<file path="src/rtl/trig_pkg.sv">
package trig_pkg;
   typedef enum logic [2:0] {
      SRC_NONE0 = 3'b000,
      SRC_CH4   = 3'b001,
      SRC_CH3   = 3'b010,
      SRC_NONE3 = 3'b011,
      SRC_SUM   = 3'b100,
      SRC_CH2   = 3'b101,
      SRC_CH1   = 3'b110,
      SRC_LINE  = 3'b111
   } src_sel_e;

   localparam int SEL_W = 3;
endpackage

</file>
<file path="src/rtl/trig_src_mux.sv">
module trig_src_mux
   import trig_pkg::*;
#(
   parameter int SW      = 8,
   parameter bit SAT_SUM = 1'b1
) (
   input  logic [SEL_W-1:0] sel,
   input  logic [SW-1:0]    ch1,
   input  logic [SW-1:0]    ch2,
   input  logic [SW-1:0]    ch3,
   input  logic [SW-1:0]    ch4,
   input  logic [SW-1:0]    line,
   output logic [SW-1:0]    smp,
   output logic             smp_ok
);
   localparam int WIDE = SW + 1;

   logic [WIDE-1:0] raw_sum;
   logic [SW-1:0]   sum_val;

   assign raw_sum = {1'b0, ch1} + {1'b0, ch2};

   generate
      if (SAT_SUM) begin : g_sat
         assign sum_val = raw_sum[SW] ? {SW{1'b1}} : raw_sum[SW-1:0];
      end else begin : g_wrap
         assign sum_val = raw_sum[SW-1:0];
      end
   endgenerate

   always_comb begin
      smp    = '0;
      smp_ok = 1'b1;
      unique case (src_sel_e'(sel))
         SRC_CH1:  smp = ch1;
         SRC_CH2:  smp = ch2;
         SRC_SUM:  smp = sum_val;
         SRC_CH3:  smp = ch3;
         SRC_CH4:  smp = ch4;
         SRC_LINE: smp = line;
         default:  smp_ok = 1'b0;
      endcase
   end
endmodule

</file>
<file path="src/rtl/trig_ctl_reg.sv">
module trig_ctl_reg #(
   parameter int TOW = 16
) (
   input  logic           clk,
   input  logic           rst_n,
   input  logic           ld,
   input  logic           slope_in,
   input  logic           auto_in,
   input  logic [TOW-1:0] tmo_in,
   output logic           slope,
   output logic           auto_en,
   output logic [TOW-1:0] tmo
);
   always_ff @(posedge clk or negedge rst_n) begin
      if (!rst_n) begin
         slope   <= 1'b0;
         auto_en <= 1'b0;
         tmo     <= '0;
      end else if (ld) begin
         slope   <= slope_in;
         auto_en <= auto_in;
         tmo     <= tmo_in;
      end
   end
endmodule

</file>
<file path="src/rtl/trig_detect.sv">
module trig_detect #(
   parameter int SW  = 8,
   parameter int TOW = 16
) (
   input  logic           clk,
   input  logic           rst_n,
   input  logic           hold,
   input  logic [SW-1:0]  cur,
   input  logic           cur_ok,
   input  logic [SW-1:0]  level,
   input  logic           slope,
   input  logic           auto_en,
   input  logic [TOW-1:0] tmo,
   output logic           gate_n,
   output logic           stat_n
);
   logic [SW-1:0]  prev;
   logic           prev_ok;
   logic           fired_g;
   logic           fired_s;
   logic [TOW-1:0] cnt;
   logic           rise_hit;
   logic           fall_hit;
   logic           edge_hit;
   logic           tmo_hit;

   assign rise_hit = (prev < level) && (cur >= level);
   assign fall_hit = (prev >= level) && (cur < level);
   assign edge_hit = cur_ok && prev_ok && (slope ? fall_hit : rise_hit);
   assign tmo_hit  = cur_ok && auto_en && (tmo != '0) && (cnt == tmo - 1'b1);

   always_ff @(posedge clk or negedge rst_n) begin
      if (!rst_n) begin
         prev    <= '0;
         prev_ok <= 1'b0;
         fired_g <= 1'b0;
         fired_s <= 1'b0;
         cnt     <= '0;
      end else if (hold) begin
         prev_ok <= 1'b0;
         fired_g <= 1'b0;
         fired_s <= 1'b0;
         cnt     <= '0;
      end else begin
         prev    <= cur;
         prev_ok <= cur_ok;
         if (!fired_g) begin
            if (edge_hit || tmo_hit) begin
               fired_g <= 1'b1;
               fired_s <= 1'b1;
            end else if (cur_ok) begin
               cnt <= cnt + 1'b1;
            end
         end
      end
   end

   assign gate_n = ~fired_g;
   assign stat_n = ~fired_s;
endmodule

</file>
<file path="src/rtl/trig_channel.sv">
module trig_channel
   import trig_pkg::*;
#(
   parameter int SW      = 8,
   parameter int TOW     = 16,
   parameter bit SAT_SUM = 1'b1
) (
   input  logic             clk,
   input  logic             rst_n,
   input  logic [SW-1:0]    ch1,
   input  logic [SW-1:0]    ch2,
   input  logic [SW-1:0]    ch3,
   input  logic [SW-1:0]    ch4,
   input  logic [SW-1:0]    line,
   input  logic [SEL_W-1:0] sel,
   input  logic [SW-1:0]    level,
   input  logic             hold,
   input  logic             ld,
   input  logic             slope_in,
   input  logic             auto_in,
   input  logic [TOW-1:0]   tmo_in,
   output logic             gate_n,
   output logic             stat_n
);
   logic [SW-1:0]  smp;
   logic           smp_ok;
   logic           slope;
   logic           auto_en;
   logic [TOW-1:0] tmo;

   trig_src_mux #(.SW(SW), .SAT_SUM(SAT_SUM)) u_mux (
      .sel(sel), .ch1(ch1), .ch2(ch2), .ch3(ch3), .ch4(ch4), .line(line),
      .smp(smp), .smp_ok(smp_ok)
   );

   trig_ctl_reg #(.TOW(TOW)) u_ctl (
      .clk(clk), .rst_n(rst_n), .ld(ld), .slope_in(slope_in),
      .auto_in(auto_in), .tmo_in(tmo_in),
      .slope(slope), .auto_en(auto_en), .tmo(tmo)
   );

   trig_detect #(.SW(SW), .TOW(TOW)) u_det (
      .clk(clk), .rst_n(rst_n), .hold(hold), .cur(smp), .cur_ok(smp_ok),
      .level(level), .slope(slope), .auto_en(auto_en), .tmo(tmo),
      .gate_n(gate_n), .stat_n(stat_n)
   );
endmodule

</file>
<file path="src/rtl/dual_trig_unit.sv">
module dual_trig_unit #(
   parameter int SW      = 8,
   parameter int TOW     = 16,
   parameter bit SAT_SUM = 1'b1
) (
   input  logic           clk,
   input  logic           rst_n,
   input  logic [SW-1:0]  ch1_smp,
   input  logic [SW-1:0]  ch2_smp,
   input  logic [SW-1:0]  ch3_smp,
   input  logic [SW-1:0]  ch4_smp,
   input  logic [SW-1:0]  line_smp,
   input  logic [2:0]     m_sel,
   input  logic [SW-1:0]  m_level,
   input  logic           m_hold,
   input  logic           m_ld,
   input  logic           m_slope_in,
   input  logic           m_auto_in,
   input  logic [TOW-1:0] m_tmo_in,
   output logic           m_gate_n,
   output logic           m_stat_n,
   input  logic [2:0]     d_sel,
   input  logic [SW-1:0]  d_level,
   input  logic           d_hold,
   input  logic           d_ld,
   input  logic           d_slope_in,
   input  logic           d_auto_in,
   input  logic [TOW-1:0] d_tmo_in,
   output logic           d_gate_n,
   output logic           d_stat_n
);
   localparam int NCH = 2;

   generate
      if (SW < 2) begin : g_bad_sw
         $error("dual_trig_unit: SW must be at least 2");
      end
      if (TOW < 1) begin : g_bad_tow
         $error("dual_trig_unit: TOW must be at least 1");
      end
   endgenerate

   logic [NCH-1:0][2:0]     sel_a;
   logic [NCH-1:0][SW-1:0]  lvl_a;
   logic [NCH-1:0]          hold_a, ld_a, slope_a, auto_a, gate_a, stat_a;
   logic [NCH-1:0][TOW-1:0] tmo_a;

   assign sel_a   = {d_sel, m_sel};
   assign lvl_a   = {d_level, m_level};
   assign hold_a  = {d_hold, m_hold};
   assign ld_a    = {d_ld, m_ld};
   assign slope_a = {d_slope_in, m_slope_in};
   assign auto_a  = {d_auto_in, m_auto_in};
   assign tmo_a   = {d_tmo_in, m_tmo_in};

   generate
      for (genvar i = 0; i < NCH; i++) begin : g_ch
         trig_channel #(.SW(SW), .TOW(TOW), .SAT_SUM(SAT_SUM)) u_ch (
            .clk(clk), .rst_n(rst_n),
            .ch1(ch1_smp), .ch2(ch2_smp), .ch3(ch3_smp), .ch4(ch4_smp),
            .line(line_smp),
            .sel(sel_a[i]), .level(lvl_a[i]), .hold(hold_a[i]), .ld(ld_a[i]),
            .slope_in(slope_a[i]), .auto_in(auto_a[i]), .tmo_in(tmo_a[i]),
            .gate_n(gate_a[i]), .stat_n(stat_a[i])
         );
      end
   endgenerate

   assign m_gate_n = gate_a[0];
   assign m_stat_n = stat_a[0];
   assign d_gate_n = gate_a[1];
   assign d_stat_n = stat_a[1];
endmodule

</file>
<file path="config.mk">
export PLATFORM = sky130hd
export DESIGN_NAME = dual_trig_unit
export DESIGN_NICKNAME = d
export VERILOG_FILES = /design/src/rtl/trig_pkg.sv /design/src/rtl/trig_src_mux.sv /design/src/rtl/trig_ctl_reg.sv /design/src/rtl/trig_detect.sv /design/src/rtl/trig_channel.sv /design/src/rtl/dual_trig_unit.sv
export SDC_FILE = /design/constraint.sdc
export NUM_CORES = 1
export LEC_CHECK = 0
export ABC_AREA = 0
export ABC_CLOCK_PERIOD_IN_PS = 2600
export CAP_MARGIN = 20
export CORE_MARGIN = 3
export CORE_UTILIZATION = 51
export CTS_CLUSTER_DIAMETER = 30
export DETAILED_ROUTE_END_ITERATION = 16
export HOLD_SLACK_MARGIN = 0.06
export PLACE_DENSITY = 0.78
export SLEW_MARGIN = 20
export SYNTH_ARGS = -nofsm -noshare
export SYNTH_HDL_FRONTEND = slang
export SYNTH_HIERARCHICAL = 1
export SYNTH_SLANG_ARGS = --single-unit
</file>
<file path="constraint.sdc">
create_clock -name clk -period 2.6 [get_ports clk]
set_input_delay 0.52 -clock clk [delete_from_list [all_inputs] [get_ports clk]]
set_output_delay 0.52 -clock clk [all_outputs]
set_load 0.02 [all_outputs]
</file>
==> metrics.txt <==
status complete, but fails checks; failing checks setup timing; DRT iter0 DRCs approximately 780; Slew Viols, Final 0; first-pass GRT wire length slightly below 40 mm; CTS Root Cell clkbuf_16; largest net degree at the start of global routing 48; slowest stage delay, CP 0.42 ns; Setup Skew 0.01300 ns; worst ir drop on vdd approximately 0.32 mV; post-synthesis mux area share 0.1324; CP endpoint kind flip-flop; slowest cell on the critical path or4_4; GR Overflow Total 0; H-tree levels 3; HPWL after DPL approximately 18 mm; crit-path cells dlygate4sd2_1 -> buf_4 -> mux2_2 -> a222oi_1 -> buf_4 -> o21ai_1 -> inv_1 -> ha_1 -> nor2b_1 -> o211ai_1 -> a31o_2 -> a2111oi_4 -> o21ai_4 -> o21ai_4 -> buf_6 -> or4_4 -> a21oi_2; initial antenna violation count 1; clk sinks 90; Clock transition at path regs 0.07 ns; Pleak just over 5 nW; worst path bufs/invs 5; Via density 6.025; CP max FO 8; Critical Path Start m_sel[2]; compound-cell area share of the yosys netlist 0.2035; met1 usage in global routing 0.3428; post-synthesis sequential area ratio 0.2811; Max Fclk approximately 260 MHz; Gate Count Post-Synth roughly 860; Num CTS Buffers 9; mapped cell area 0.008011 mm^2; met3 Use GR 0.05590; Chip Height about 130 um; drt wl/cell 18.45 um; worst slack at placement -1.985 ns; simple-gate share of the synthesized area 0.2144; setup_tns -40.71 ns; combinational family with the most area after synthesis simple AND/OR/NAND/NOR gates; fin nets approximately 1300; DR vias around 8000; post-route ant nets 0; kind of critical path in2reg; IO Count 108; dpl cell area approximately 0.011 mm^2; RR Startpoint g_ch[1].u_ch/u_ctl/tmo[1]$_DFFE_PN0P_; Design Power 0.004846 W; die area 0.01725 mm^2; Max clock buf depth 2; core area roughly 0.015 mm^2; ANT cells 0; met2 Resource Use GR 0.4726; Tcrit/Tclk final 1.486; Synth Area in Adders 0.08933; Min-Delay Path Class in2async; vias in the first global route just over 8000; fin area 0.01161 mm^2; Data required, critical path around 2.9 ns; DRC violations left 0; initial core utilization 0.5251; CTS tree yes; post-synthesis xor/xnor area fraction 0.03389; Area Growth Syn to Fin 44.93%; ys flop type dfrtp_1; Syn. warnings 6; First-pass DRT Iterations 5; gr usage total 0.2738; final worst slack -1.263 ns; Placer Congestion 0.9605; Worst-Skew Late Latency approximately 0.35 ns; final hold violations 0; CP Launch Type input pin; max-cap viol count 0; share of layout cells above drive strength 1 0.3621; Yosys reg bits 90; average size of a mapped cell slightly above 9 um^2; I/O Buffers between 100 and 150; reg2reg setup slack -0.36 ns; CP arrival 4.15 ns; Worst Tran Pin Value 0.5268 ns; die width 131.3 um; Worst path top cell family by delay compound AO/OA/AOI/OAI gates; Std-Cell Rows 45; asr flop ratio synth 1.000; slew margin rel. 0.6488; fin util 0.7610; pwr dens 417.3 mW/mm^2; Distinct cells, synth 81; setup violators final 36; Syn Nets 1018; most used routing layer met2; RSZ-0062 raised after global routing true; Tmin final just under 4 ns; number of enable flip-flop cells after synthesis 0; DRT Wirelength 25.24 mm
## metal layers
metal / part of all wire / vias to the layer above / routed length, um
met2: 0.50 / 322 / 12690
met5: 0.00044 / - / 11
li1: - / 3855 / -
met1: 0.41 / 3993 / 10350
met4: 0.029 / 2 / 738
met3: 0.057 / 70 / 1451
## Yosys cell counts (10+ instances only)
master | instances | area (um^2)
ha_1 | 54 | 675.7
xnor2_1 | 10 | 87.58
nand2b_1 | 12 | 75.07
o21ai_0 | 40 | 200.2
a22o_1 | 10 | 87.58
nor3_1 | 15 | 75.07
nor2_1 | 51 | 191.4
and3_1 | 13 | 81.33
clkbuf_1 | 10 | 37.54
nand3_1 | 24 | 120.1
o31ai_1 | 10 | 75.07
nand4_1 | 23 | 143.9
a21oi_1 | 54 | 270.3
mux2_4 | 22 | 330.3
buf_2 | 10 | 50.05
dfrtp_1 | 90 | 2252
or3_1 | 21 | 131.4
nand2_1 | 42 | 157.7
xor2_1 | 21 | 183.9
inv_1 | 32 | 120.1
mux2i_1 | 19 | 190.2
nor2b_1 | 35 | 219.0
mux2_2 | 47 | 529.3
## metrics by stage
step	cells	hold WS (ns)
floorplan	858	0.2244
detailed placement	1319	0.4410
global route	1368	0.06734
finish	1368	0.06298
global placement	1319	0.4406
CTS	1354	0.06341
## cells in the final DEF, fill, tap and decap left out, types with 8 or more instances in the layout
| cell | n |
|---|---|
| nand4_1 | 23 |
| nand2b_1 | 12 |
| dlygate4sd2_1 | 8 |
| or3_1 | 16 |
| a21oi_2 | 24 |
| or4_1 | 8 |
| nor2b_1 | 35 |
| inv_1 | 31 |
| nor3_1 | 11 |
| clkbuf_16 | 10 |
| nand2_1 | 42 |
| dfrtp_1 | 90 |
| clkdlybuf4s50_1 | 87 |
| buf_4 | 189 |
| mux2_4 | 26 |
| o211ai_1 | 8 |
| and3_1 | 13 |
| o21ai_1 | 8 |
| buf_6 | 16 |
| o31ai_1 | 9 |
| a211oi_2 | 8 |
| mux2_2 | 43 |
| mux2i_1 | 19 |
| xor2_1 | 21 |
| a21oi_1 | 33 |
| xnor2_1 | 10 |
| ha_4 | 10 |
| a22o_1 | 10 |
| o21ai_0 | 36 |
| nor2_1 | 48 |
| nand3_1 | 18 |
| ha_1 | 42 |
## state kept, by name, summed over array words and instances (netlist names)
signal and flops:
g_ch.u_ch/u_ctl/auto_en 2, g_ch.u_ch/u_ctl/slope 2, g_ch.u_ch/u_ctl/tmo 32, g_ch.u_ch/u_det/cnt 32, g_ch.u_ch/u_det/fired_g 2, g_ch.u_ch/u_det/fired_s 2, g_ch.u_ch/u_det/prev 16, g_ch.u_ch/u_det/prev_ok 2
## area by class of cell
type	count	area (um^2)
repair buffers	316	2735
fillers	1015	3647
multi-input cells	702	5943
clock inverters	4	33.78
well taps	211	264.0
inverters	33	126.4
clock buffers	12	256.5
flip-flops and latches	90	2252
## where the power goes
part           switching [W]  internal [W]  leakage [nW]
logic               0.000919       0.00101          3.79
registers           0.000117       0.00152          1.14
clock network       0.000574      0.000708         0.139
total                0.00161       0.00324          5.08
## kinds of logic (layout without fill, tap and decap cells)
kind of cell / after synthesis / after routing
and+or+nand+nor: 291 / 291
AOI/OAI and AO/OA: 234 / 235
DFF: 90 / 90
muxes: 89 / 89
buffers and inverters: 67 / 365
adders and majority gates: 56 / 56
xor gates and xnor gates: 31 / 31
## worst paths after layout
check	end	cells after the start
setup reg to reg	g_ch[1].u_ch/u_det/cnt[5]$_DFFE_PN0P_	11
hold / removal	g_ch[1].u_ch/u_ctl/tmo[14]$_DFFE_PN0P_	1
hold reg to reg	g_ch[1].u_ch/u_det/prev[0]$_DFFE_PN0N_	2
max in group asynchronous	g_ch[0].u_ch/u_det/prev[7]$_DFFE_PN0N_	2
min in group clk	g_ch[1].u_ch/u_det/prev[0]$_DFFE_PN0N_	2
setup / recovery	g_ch[0].u_ch/u_det/cnt[10]$_DFFE_PN0P_	17
## repair_timing
item,in CTS,in global routing
hold endpoints to repair,0,0
gates cloned,1,1
endpoints found under the setup margin,43,36
gates resized for setup,91,64
hold buffers,0,0
pin swaps,53,48
buffers inserted,18,15
No activity file was read; power rests on OpenSTA's default activity.
